## src/rtl/hz_pkg.sv

```systemverilog
package hz_pkg;

  // Operand bypass select encoding
  typedef enum logic [1:0] {
    SEL_RF  = 2'b00,
    SEL_WB  = 2'b01,
    SEL_MEM = 2'b10
  } byp_sel_e;

  localparam int unsigned NUM_EXE_SRC = 2;
  localparam int unsigned NUM_DEC_SRC = 2;

  // Priority pick: the younger producer wins
  function automatic byp_sel_e pick_source(input logic mem_hit, input logic wb_hit);
    if (mem_hit)     return SEL_MEM;
    else if (wb_hit) return SEL_WB;
    else             return SEL_RF;
  endfunction

endpackage

```

## src/rtl/hz_fwd_select.sv

```systemverilog
module hz_fwd_select
  import hz_pkg::*;
#(
  parameter int unsigned REG_W = 5
) (
  input  logic [REG_W-1:0] src,
  input  logic [REG_W-1:0] mem_dst,
  input  logic             mem_wen,
  input  logic [REG_W-1:0] wb_dst,
  input  logic             wb_wen,
  output logic [1:0]       sel,
  output logic             mem_hit,
  output logic             wb_hit
);

  // A producer is usable only if it writes a real register equal to src
  function automatic logic producer_hits(input logic [REG_W-1:0] dst,
                                         input logic             wen,
                                         input logic [REG_W-1:0] s);
    return wen && (dst != '0) && (dst == s);
  endfunction

  always_comb begin
    mem_hit = producer_hits(mem_dst, mem_wen, src);
    wb_hit  = producer_hits(wb_dst, wb_wen, src);
    sel     = pick_source(mem_hit, wb_hit);
  end

endmodule

```

## src/rtl/hz_load_use.sv

```systemverilog
module hz_load_use #(
  parameter int unsigned REG_W   = 5,
  parameter int unsigned NUM_SRC = 2
) (
  input  logic [NUM_SRC*REG_W-1:0] dec_srcs,
  input  logic [REG_W-1:0]         load_dst,
  input  logic                     load_en,
  output logic                     hit
);

  logic [NUM_SRC-1:0] src_match;
  logic               load_live;

  assign load_live = load_en && (load_dst != '0);

  for (genvar i = 0; i < NUM_SRC; i++) begin : g_cmp
    assign src_match[i] = (dec_srcs[i*REG_W +: REG_W] == load_dst);
  end

  assign hit = load_live && (|src_match);

endmodule

```

## src/rtl/hz_ctrl.sv

```systemverilog
module hz_ctrl
  import hz_pkg::*;
#(
  parameter int unsigned REG_W = 5
) (
  input  logic [REG_W-1:0] dec_src1,
  input  logic [REG_W-1:0] dec_src2,
  input  logic [REG_W-1:0] exe_src1,
  input  logic [REG_W-1:0] exe_src2,
  input  logic [REG_W-1:0] exe_dst,
  input  logic             exe_is_load,
  input  logic [REG_W-1:0] mem_dst,
  input  logic             mem_wen,
  input  logic [REG_W-1:0] wb_dst,
  input  logic             wb_wen,
  output logic [1:0]       opa_sel,
  output logic [1:0]       opb_sel,
  output logic             hold,
  output logic             flush
);

  localparam int unsigned NX = NUM_EXE_SRC;
  localparam int unsigned ND = NUM_DEC_SRC;

  logic [REG_W-1:0]    exe_src [NX];
  logic [1:0]          sel     [NX];
  logic [NX-1:0]       mem_hit;   // named events for the checker
  logic [NX-1:0]       wb_hit;
  logic [ND*REG_W-1:0] dec_srcs;
  logic                load_use_hit;

  assign exe_src[0] = exe_src1;
  assign exe_src[1] = exe_src2;
  assign dec_srcs   = {dec_src2, dec_src1};

  for (genvar i = 0; i < NX; i++) begin : g_opnd
    hz_fwd_select #(.REG_W(REG_W)) u_sel (
      .src     (exe_src[i]),
      .mem_dst (mem_dst),
      .mem_wen (mem_wen),
      .wb_dst  (wb_dst),
      .wb_wen  (wb_wen),
      .sel     (sel[i]),
      .mem_hit (mem_hit[i]),
      .wb_hit  (wb_hit[i])
    );
  end

  hz_load_use #(.REG_W(REG_W), .NUM_SRC(ND)) u_lu (
    .dec_srcs (dec_srcs),
    .load_dst (exe_dst),
    .load_en  (exe_is_load),
    .hit      (load_use_hit)
  );

  assign opa_sel = sel[0];
  assign opb_sel = sel[1];
  assign hold    = load_use_hit;
  assign flush   = load_use_hit;

endmodule

```

## config.mk

```make
export PLATFORM = sky130hd
export DESIGN_NAME = hz_ctrl
export DESIGN_NICKNAME = d
export VERILOG_FILES = /design/src/rtl/hz_pkg.sv /design/src/rtl/hz_fwd_select.sv /design/src/rtl/hz_load_use.sv /design/src/rtl/hz_ctrl.sv
export SDC_FILE = /design/constraint.sdc
export NUM_CORES = 1
export LEC_CHECK = 0
export BUFFER_PORTS_ARGS = -buffer_cell sky130_fd_sc_hd__buf_2
export CORE_AREA = 2 2 39 41
export DETAILED_ROUTE_END_ITERATION = 10
export DIE_AREA = 0 0 41 43
export PLACE_DENSITY_LB_ADDON = 0.2
export SLEW_MARGIN = 40
export SYNTH_ARGS = -nofsm -noshare
export SYNTH_HDL_FRONTEND = slang
export SYNTH_SLANG_ARGS = --single-unit
export TNS_END_PERCENT = 50
```

## constraint.sdc

```tcl
create_clock -name vclk -period 3.22
set_input_delay 0.322 -clock vclk [all_inputs]
set_output_delay 0.322 -clock vclk [all_outputs]
set_load 0.02 [all_outputs]
```

==> run_results.csv <==
group,metric,value,unit
run_status,run_status,"completed",
power_and_ir_drop,p_seq_share,0,%
sta,finalCriticalPeriod,1.983,ns
clock_tree,post_cts_buffers,0,
drt,drc,0,
cells_and_area,fillerInstances,147,
grt,antenna_found_initial,0,
sta,rsz0062_at_grt,"false",
yosys,synth.cell_area,414.1,sq um
die,die_area,1763,sq um
place,numPortBuffers,44,
sta,fmax,504.2,MHz
power_and_ir_drop,switchingPower,37.11,uW
setup_path,cp-end-kind,"output pin",
yosys,synth_area_leaders,"xor2_1 42%, xnor2_1 21%, or4_1 9.1%, nor4_2 6.0%, buf_4 5.4%",
power_and_ir_drop,power.density,121.5,nW/um^2
clock_tree,ctsResizeCount,0,
cells_and_area,n_antenna_cell,0,
worst_hold_path,hold_path_class,"input pin to output pin",
yosys,avgSynthCellArea,7.964,sq um
power_and_ir_drop,p_comb_share,100.0,%
power_and_ir_drop,ir_drop,0.00004564,V
power_and_ir_drop,p_leak,0.3069,nW
cells_and_area,nClkBuffers,0,
die,rows,14,
sta,post-route-period-util,61.59,%
yosys,yosysUniqueCellTypes,12,
setup_path,worstSetupPathType,"input pin to output pin",
yosys,yosysSeqAreaShare,0,%
grt,grt_pass1_vias,466,
cells_and_area,layout_commonest_cell,"buf_2",
yosys,synth_top_cell_area_share,42.30,%
clock_tree,cts_hold_buf,0,
cells_and_area,multi_input_area,391.6,sq um
cells_and_area,drive_gt1_share,50.54,%
cells_and_area,ff_latch_area,0,sq um
cells_and_area,area_growth,52.57,%
yosys,syn_inst,52,
drt,totalWireLength,1179,microns
setup_path,cp.arrival,1.66,ns
place,place.gp.congestion,0.7395,
yosys,yosysTopAreaCell,"xor2_1",
sta,drv_slew,0,
cells_and_area,final_cell_mix,"44 x buf_2, 20 x xor2_1, 10 x xnor2_1, 5 x or4_1, 4 x nand3_1",
power_and_ir_drop,p_clk_share,0,%
cells_and_area,utilization,45.66,%
drt,postRouteAntennaNets,0,
grt,grt_max_degree,4,
grt,track_usage,13.99,%
die,io_pins,44,
drt,via_per_inst,4.789,
cells_and_area,seq_cells,0,
sta,finalSetupViolCount,0,
sta,worst_pin_slew,0.3945,ns
sta,tns,0,ns
sta,hold_viol_final,0,
die,die_w,41,microns
cells_and_area,fin_nets,133,
setup_path,cp-start-kind,"input pin",
power_and_ir_drop,cellInternalPower,39.69,uW
setup_path,cp_max_fo,3,
drt,first_iter_violations,2,
drt,firstDrtPassIters,4,
drt,routed-via-count,522,
power_and_ir_drop,power,76.80,uW
die,start_util,29.93,%
die,fp.dieH,43,microns
run,max-cap-violations,0,
yosys,ys_warn_count,0,
drt,post_drt_wl_per_cell,10.82,microns
sta,relSlewSlack,73.46,%
yosys,syn-num-nets,90,
grt,grt-ovfl-total,0,
grt,grt_pass1_wl,1814,microns
setup_path,cp.required,2.90,ns
power_and_ir_drop,switching_share,48.32,%
die,core_area,1384,sq um
-- layout make-up --
class / count / share of cell area, %
multi-input cells: 49 / 61.98
repair buffers: 44 / 34.85
well taps: 16 / 3.168
-- per-layer routing --
metal | track usage, % | share of wire, % | vias up
li1 | - | - | 263
met1 | 16.77 | 36 | 230
met2 | 25.62 | 52 | 27
met3 | 0.5236 | 9.9 | 2
met4 | 2.667 | 2.0 | 0
met5 | 0 | 0 | -
-- kinds of logic after synthesis --
| family | count (synthesis) | synth area share [%] |
|---|---|---|
| buffers and inverters | 3 | 5.438 |
| xor gates and xnor gates | 30 | 63.44 |
| AOI/OAI and AO/OA | 4 | 5.737 |
| and+or+nand+nor | 15 | 25.38 |
-- critical path: stages --
cell     delay [ns]
buf_2          0.12
or4_1          0.53
o21ai_2        0.15
nor4_1         0.09
nor4_2         0.25
buf_2          0.20
-- Yosys cell counts --
cell	number
a21oi_1	1
buf_4	3
nand3_1	4
nor3_1	2
nor4_1	2
nor4_2	2
o21ai_0	1
o21ai_1	1
o21ai_2	1
or4_1	5
xnor2_1	10
xor2_1	20
-- power groups by stage --
stage	Combinational, mW	Clock (mW)	Sequential, mW
2_1_floorplan	0.0371	0	0
3_3_place_gp	0.0765	0	0
3_5_place_dp	0.0771	0	0
4_1_cts	0.0776	0	0
5_1_grt	0.0853	0	0
6_report	0.0768	0	0
-- metrics by stage --
step	cells	worst slack, ns	hold WS [ns]	instance area [sq um]
after floorplan	52	1.314	0.7981	414.1
after global placement	109	1.246	1.004	631.9
after detailed placement	109	1.237	1.000	631.9
after CTS	109	1.234	1.007	631.9
after global routing	109	1.145	1.054	631.9
final	109	1.237	1.005	631.9
-- worst paths after layout --
path                  depth (start not counted)  slack [ns]         end         from
worst max-delay path                          6        1.24  opa_sel[0]   mem_dst[0]
worst min-delay path                          4        1.00        hold  exe_is_load
No activity file was read; power rests on OpenSTA's default activity.
